**src/rtl/tdm_loop_pkg.sv**
```systemverilog
`timescale 1ns/1ps
package tdm_loop_pkg;
  localparam int CH_BITS = 8;
  localparam int MAX_CH  = 32;
  localparam int NREG    = MAX_CH / CH_BITS;
  typedef logic [7:0]        byte_t;
  typedef logic [MAX_CH-1:0] chmap_t;
endpackage

```
**src/rtl/tdm_slot_counter.sv**
```systemverilog
`timescale 1ns/1ps
module tdm_slot_counter #(
  parameter int NUM_CH = 32,
  parameter int FBITS  = 0,
  parameter int PW     = 8,
  parameter int CW     = 5
) (
  input  logic          clk,
  input  logic          rst_n,
  input  logic          fsync,
  output logic          in_fbit,
  output logic          first_bit,
  output logic [CW-1:0] ch_idx
);
  import tdm_loop_pkg::*;
  localparam int FRAME_BITS = NUM_CH * CH_BITS + FBITS;
  localparam logic [PW-1:0] LAST = PW'(FRAME_BITS - 1);

  logic [PW-1:0] pos_q, pos_cur, payload;

  assign pos_cur = fsync ? '0 : pos_q;
  assign payload = pos_cur - PW'(FBITS);

  generate
    if (FBITS > 0) begin : g_fbit
      assign in_fbit = (pos_cur < PW'(FBITS));
    end else begin : g_nofbit
      assign in_fbit = 1'b0;
    end
  endgenerate

  assign first_bit = !in_fbit && (payload[2:0] == 3'd0);
  assign ch_idx    = payload[PW-1:3];

  always_ff @(posedge clk or negedge rst_n) begin
    if (!rst_n)               pos_q <= '0;
    else if (pos_cur == LAST) pos_q <= '0;
    else                      pos_q <= pos_cur + 1'b1;
  end

  // a sync pulse puts the next cycle at frame bit 1
  a_r6_fsync_align: assert property (@(posedge clk) disable iff (!rst_n)
    fsync |=> (pos_q == PW'(1)));
  // the last frame bit is followed by bit 0
  a_r6_wrap: assert property (@(posedge clk) disable iff (!rst_n)
    (pos_cur == LAST) |=> (pos_q == '0));
endmodule

```
**src/rtl/tdm_loop_regs.sv**
```systemverilog
`timescale 1ns/1ps
module tdm_loop_regs #(
  parameter logic [7:0] BASE_ADDR = 8'h4B
) (
  input  logic                 clk,
  input  logic                 rst_n,
  input  logic                 reg_wr,
  input  logic [7:0]           reg_addr,
  input  logic [7:0]           reg_wdata,
  output logic [7:0]           reg_rdata,
  output tdm_loop_pkg::chmap_t chmap
);
  import tdm_loop_pkg::*;

  byte_t           regs_q [NREG];
  logic [NREG-1:0] hit;

  generate
    for (genvar i = 0; i < NREG; i++) begin : g_reg
      assign hit[i] = (reg_addr == BASE_ADDR + 8'(i));
      assign chmap[CH_BITS*i +: CH_BITS] = regs_q[i];

      always_ff @(posedge clk or negedge rst_n) begin
        if (!rst_n)                regs_q[i] <= '0;
        else if (reg_wr && hit[i]) regs_q[i] <= reg_wdata;
      end

      // a write lands in its register at the next edge
      a_r4_write: assert property (@(posedge clk) disable iff (!rst_n)
        (reg_wr && hit[i]) |=> (regs_q[i] == $past(reg_wdata)));
      // reset leaves every enable cleared
      a_r3_reset_clear: assert property (@(posedge clk)
        (!rst_n && !reg_wr) |=> (regs_q[i] == '0));
    end
  endgenerate

  always_comb begin
    reg_rdata = '0;
    for (int i = 0; i < NREG; i++)
      if (hit[i]) reg_rdata = regs_q[i];
  end
endmodule

```
**src/rtl/tdm_loop_mux.sv**
```systemverilog
`timescale 1ns/1ps
module tdm_loop_mux #(
  parameter int CW = 5
) (
  input  logic                 clk,
  input  logic                 rst_n,
  input  logic                 in_fbit,
  input  logic                 first_bit,
  input  logic [CW-1:0]        ch_idx,
  input  tdm_loop_pkg::chmap_t chmap,
  input  logic                 tx_in,
  input  logic                 rx_in,
  output logic                 tx_out
);
  logic sel, hold_q;

  always_comb begin
    if (in_fbit)        sel = 1'b0;
    else if (first_bit) sel = chmap[ch_idx];
    else                sel = hold_q;
  end

  always_ff @(posedge clk or negedge rst_n) begin
    if (!rst_n) hold_q <= 1'b0;
    else        hold_q <= sel;
  end

  assign tx_out = sel ? rx_in : tx_in;

  // the source stays fixed inside a channel
  a_r8_no_mix: assert property (@(posedge clk) disable iff (!rst_n)
    (!first_bit && !in_fbit) |-> $stable(sel));
  // the framing bit always comes from the backplane
  a_r7_fbit_pass: assert property (@(posedge clk) disable iff (!rst_n)
    in_fbit |-> (tx_out == tx_in));
endmodule

```
**src/rtl/tdm_chan_loop.sv**
```systemverilog
`timescale 1ns/1ps
module tdm_chan_loop #(
  parameter int         NUM_CH    = 32,
  parameter logic [7:0] BASE_ADDR = 8'h4B
) (
  input  logic       clk,
  input  logic       rst_n,
  input  logic       fsync,
  input  logic       tx_in,
  input  logic       rx_in,
  output logic       tx_out,
  input  logic       reg_wr,
  input  logic [7:0] reg_addr,
  input  logic [7:0] reg_wdata,
  output logic [7:0] reg_rdata
);
  import tdm_loop_pkg::*;
  localparam int FBITS      = (NUM_CH == 24) ? 1 : 0;
  localparam int FRAME_BITS = NUM_CH * CH_BITS + FBITS;
  localparam int PW         = $clog2(FRAME_BITS);
  localparam int CW         = PW - 3;

  logic          in_fbit, first_bit;
  logic [CW-1:0] ch_idx;
  chmap_t        chmap;

  tdm_slot_counter #(.NUM_CH(NUM_CH), .FBITS(FBITS), .PW(PW), .CW(CW)) u_cnt (
    .clk(clk), .rst_n(rst_n), .fsync(fsync),
    .in_fbit(in_fbit), .first_bit(first_bit), .ch_idx(ch_idx)
  );

  tdm_loop_regs #(.BASE_ADDR(BASE_ADDR)) u_regs (
    .clk(clk), .rst_n(rst_n), .reg_wr(reg_wr), .reg_addr(reg_addr),
    .reg_wdata(reg_wdata), .reg_rdata(reg_rdata), .chmap(chmap)
  );

  tdm_loop_mux #(.CW(CW)) u_mux (
    .clk(clk), .rst_n(rst_n), .in_fbit(in_fbit), .first_bit(first_bit),
    .ch_idx(ch_idx), .chmap(chmap), .tx_in(tx_in), .rx_in(rx_in),
    .tx_out(tx_out)
  );
endmodule

```
**config.mk**
```make
export PLATFORM = sky130hd
export DESIGN_NAME = tdm_chan_loop
export DESIGN_NICKNAME = d
export VERILOG_FILES = /design/src/rtl/tdm_loop_pkg.sv /design/src/rtl/tdm_slot_counter.sv /design/src/rtl/tdm_loop_regs.sv /design/src/rtl/tdm_loop_mux.sv /design/src/rtl/tdm_chan_loop.sv
export SDC_FILE = /design/constraint.sdc
export NUM_CORES = 1
export LEC_CHECK = 0
export ABC_CLOCK_PERIOD_IN_PS = 6300
export BUFFER_PORTS_ARGS = -buffer_cell sky130_fd_sc_hd__buf_2
export CORE_MARGIN = 2
export CORE_UTILIZATION = 45
export CTS_CLUSTER_DIAMETER = 80
export DETAILED_ROUTE_END_ITERATION = 16
export SYNTH_ARGS = -nofsm -noshare
export SYNTH_HDL_FRONTEND = slang
export SYNTH_SLANG_ARGS = --single-unit
```
**constraint.sdc**
```tcl
create_clock -name clk -period 6.3 [get_ports clk]
set_clock_uncertainty 0.1 [all_clocks]
set_input_delay 1.89 -clock clk [delete_from_list [all_inputs] [get_ports clk]]
set_output_delay 1.89 -clock clk [all_outputs]
set_load 0.01 [all_outputs]
```
---- After elaboration in Yosys (flattened, before gate mapping) ----
Index checks and enable logic that the tools add are counted.
storage, ports and cells
  input port bits ......................... 22
  register bits ........................... 41
  output and inout port bits .............. 9
cells by class
  eq/ne operators ......................... 5
  multiplexer cells ....................... 10
  order comparisons ....................... 1
  reductions and logical operators ........ 5
  add/subtract/negate cells ............... 1
operators by type and width
  cell                 count
  $mux 8               6
  $eq 8x7->1 const B   4
  $add 8x1->8 const B  1
  $eq 8x8->1 const B   1
  $lt 5x6->1 const B   1
  $bmux 1 s5           1
  $logic_and 1x1->1    4
  $logic_not 3->1      1
  $mux 1               3

---- Depth between registers and ports, before layout ----
  depth in word-level cells ............... 5
  mapped depth ............................ 10

---- By module ----
Synthesis repeated with hierarchy kept, for this count alone.
unflattened totals
  cells, all modules ...................... 220
  area, all modules ....................... 2464.9 um^2
by module, submodules not included
  module            seq. area each (um^2)  cells each  area an instance (um^2)  instances
  tdm_loop_regs     800.8                  129         1637.8                   1
  tdm_loop_mux      25.0                   53          427.9                    1
  tdm_slot_counter  200.2                  38          399.1                    1

---- Worst setup path before layout ----
Ideal clock, no wire load.
  path type ............................... in2out
  start ................................... input port reg_addr[7]
  end ..................................... output port reg_rdata[0]
  stages .................................. 5
  data required time ...................... 4310 ps
  setup slack ............................. 1286 ps
  path buffers ............................ 0
  arrival ................................. 3024 ps
  cells stage by stage .................... nor4b_4 -> nand3_4 -> nor3b_4 -> a222oi_1 -> nand2_1
between the ends
  longest elaborated chain between the ends .. 5
  elaborated cells on any way between the ends .. 8
  those cells by class .................... 4 x eq/ne; 4 x mux
RTL lines
  what                  line                 RTL
  from (decl)           tdm_chan_loop.sv:13  input logic [7:0] reg_addr,
  $eq 8x7->1            tdm_loop_regs.sv:20  assign hit[i] = (reg_addr == BASE_ADDR + 8'(i));
  $mux 8 (3 in series)  tdm_loop_regs.sv:40  if (hit[i]) reg_rdata = regs_q[i];
  $mux 8 (*)            tdm_loop_regs.sv:40
  to (decl)             tdm_chan_loop.sv:15  output logic [7:0] reg_rdata
Mark *: on every way between the ends. The rest lies on a longest branch, timed or not.

---- Final worst setup path ----
  start ................................... input port reg_addr[7]
  end ..................................... output port reg_rdata[3]
The elaborated chain is that of the path after synthesis.

==> impl_metrics.csv <==
group,metric,value,unit
cts,cts_tree,"done",
cts,path_clk_slew,0.07,ns
cts,htree_num_levels,2,
synth,synth_area_per_cell,11.7,um2
placed_design,place_inst,287,
layout,drive_above_1_share,35.7,%
floorplan,fp.dieW,75.3,um
drt,drt-vias-per-instance,5.73,
grt,largest_net_degree_at_the_start_of_global_routing,42,
synth,mappedNetlistArea,0.00229,mm2
sta,setup_viol,0,
drt,ant_nets,0,
synth,synth.ff_latch_count,41,
floorplan,core,0.00482,mm2
grt,first_pass_grt_wire_length,8.43,mm
flow_run,max_cap_violations,0,
synth,warnings_synthesis,0,
placed_design,gp_congestion,0.824,
cts,clk_latency,0.28,ns
sta,worst_pin_slew,0.917,ns
placed_design,port_buffers,30,
sta,final_min_period_over_clock_period,85.9,%
layout,fillers,451,
floorplan,dieHeight,75.3,um
cts,cts.root.buffer_cell,"sky130_fd_sc_hd__clkbuf_8",
grt,global_route.usage.met1,28.3,%
synth,synth_sequential_area_ratio,44.8,%
cts,cts.sink_count,41,
power_and_ir_drop,pwr_density_cell,200,mW/mm2
drt,route.detailed.wl_per_inst,17.4,um
grt,grt_pass1_vias,1617,
drt,num_vias,1685,
placed_design,dp_hpwl,3.76,mm
worst_setup_path,crit_arrival,3.42,ns
sta,final_max_slew_viol_count,0,
layout,layoutNonFillerInstCount,294,
drt,drc_errors,0,
drt,first_iter_violations,140,
sta,max_freq,185,MHz
cts,numCtsBuffers,5,
layout,layout.area.seq,0.00103,mm2
synth,ys_types,44,
worst_setup_path,worst_setup_path_end_kind,"output port",
layout,number_of_nets_at_the_end_of_the_flow,251,
grt,global_route.usage.total,20.0,%
worst_setup_path,max_stage_delay,0.49,ns
drt,route.final.wire_length,5.11,mm
sta,timing.max_slew.rel_slack,38.8,%
worst_setup_path,critPathMaxFanout,9,
sta,rsz0062_at_grt,"false",
grt,grt_overflow,0,
worst_setup_path,cp_cell_sequence,"buf_2, nor4b_4, nand3_4, nor3b_4, a222oi_1, nand2_1, buf_2",
synth,synth_edf_count,0,
synth,async_flop_share,100,%
synth,synth_top_cell_by_area,"sky130_fd_sc_hd__dfrtp_1",
floorplan,dieArea,0.00567,mm2
status,status,"complete, no violations",
worst_setup_path,worstPathRequired,4.31,ns
cts,cts-hold-fix-buffers,0,
cts,cts.repair.resized,0,
grt,global_route_track_usage_on_met3,4.23,%
synth,synthTopCellsByArea,"sky130_fd_sc_hd__dfrtp_1 45%, sky130_fd_sc_hd__mux2_2 15%, sky130_fd_sc_hd__nand2_1 4.1%",
synth,syn-num-nets,220,
layout,area_taken_by_multi_input_logic_gates,0.00121,mm2
floorplan,initial_utilization,47.5,%
floorplan,num_rows,25,
worst_setup_path,timing_worst_setup_path_type,"input port to output port",
sta,tns,0,ns
worst_setup_path,start_kind,"input port",
synth,post_synth_inst_count,196,
layout,layout-area-overhead-vs-synth,12.7,%
power_and_ir_drop,leakage,1.24,nW
min_path,hold_path.class,"flop to flop",
worst_setup_path,critical_path_s_most_frequent_cell,"sky130_fd_sc_hd__buf_2",
synth,synth_top_flop_cell,"sky130_fd_sc_hd__dfrtp_1",
power_and_ir_drop,vdd.ir_drop.worst,0.0942,mV
floorplan,design.portCount,31,
grt,grt_busiest_layer,"met2",
grt,met2_grt_util,31.4,%
layout,insertedDiodeCount,0,
drt,detail_route.first_pass.iterations,4,
worst_setup_path,crit_path_top_delay_cell,"sky130_fd_sc_hd__nor3b_4",
sta,timing.final.crit_period,5.41,ns
synth,synthMostInstantiatedCell,"sky130_fd_sc_hd__dfrtp_1",
cts,clockBufferDepth,2,
synth,synth_top_area_share,44.8,%
cts,post-cts-setup-buffer-count,0,
synth,synth.cells.most_frequent,"41 x sky130_fd_sc_hd__dfrtp_1, 31 x sky130_fd_sc_hd__mux2_2, 25 x sky130_fd_sc_hd__nand2_1",
grt,number_of_antenna_violations_at_the_first_check_in_global_routing,0,
sta,hold_viol_final,0,
## power breakdown
group	internal, mW	leakage, nW	total (mW)	switching [mW]
Clock	0.0869	0.0443	0.170	0.0827
Combinational	0.0274	0.640	0.0550	0.0277
Sequential	0.277	0.560	0.290	0.0134
Total	0.391	1.24	0.515	0.124
## logic make-up after synthesis
logic type / count (synthesis) / share of synthesized area [%]
simple gates: 66 / 17.9
xor+xnor: 5 / 1.91
buf+inv: 13 / 2.41
compound gates: 29 / 10.2
flops: 41 / 44.8
mux: 40 / 21.6
fa+ha+maj: 2 / 1.09
## stage by stage
stage	power [mW]	cell area, um2	hold WS [ns]	setup slack, ns	utilization, %
global placement	0.348	2490	0.412	0.913	51.8
detailed placement	0.351	2490	0.422	0.896	51.8
floorplan	0.324	2290	0.396	1.29	-
finish	0.515	2580	0.437	0.890	53.6
global route	0.541	2580	0.459	0.741	53.6
CTS	0.521	2580	0.439	0.888	53.6
## cell usage in the layout (no fill, tap or decap), drive strengths merged, types with 3 or more instances in the layout
cell / instances
a21oi: 3
a222oi: 8
buf: 30
clkbuf: 7
dfrtp: 41
inv: 7
mux2: 32
mux2i: 4
mux4: 4
nand2: 28
nand2b: 3
nand3: 4
nor2: 7
nor2b: 4
nor3: 8
nor3b: 5
xnor2: 3
## state kept, by name, indices dropped and copies added (netlist names)
name          cells
u_regs.chmap     32
u_cnt.pos_q       8
u_mux.hold_q      1
## path summary, 6_finish.rpt
kind                                        startpoint                      endpoint  slack, ns  cells past startpoint
min                        u_regs.chmap[5]$_DFFE_PN0P_   u_regs.chmap[5]$_DFFE_PN0P_       0.44                      1
min in group asynchronous                        rst_n  u_regs.chmap[13]$_DFFE_PN0P_       1.64                      1
min reg2reg                u_regs.chmap[5]$_DFFE_PN0P_   u_regs.chmap[5]$_DFFE_PN0P_       0.44                      1
max in group asynchronous                        rst_n        u_mux.hold_q$_DFF_PN0_       3.89                      1
max reg2reg                   u_cnt.pos_q[3]$_DFF_PN0_        u_mux.hold_q$_DFF_PN0_       3.91                      5
max                                        reg_addr[7]                  reg_rdata[3]       0.89                      7
## cell type report
class                      count  area share (%)
clock buffer                   7            3.35
inverter                       7            1.02
multi-input combinational    142            46.8
sequential                    41            39.8
tap                           67            3.25
timing repair buffer          30            5.82
## per-layer routing
layer | part of all wire [%] | vias to the layer above
li1 | - | 784
met1 | 46 | 860
met2 | 50 | 36
met3 | 3.6 | 5
met4 | 1.0 | 0
met5 | 0 | -
## worst max-delay path: cells and delay by family
family	cells	cell delay (ns)
and+or+nand+nor	4	1.09
AOI/OAI and AO/OA	1	0.21
buffers and inverters	2	0.24
Power figures use the tool's default switching activity.
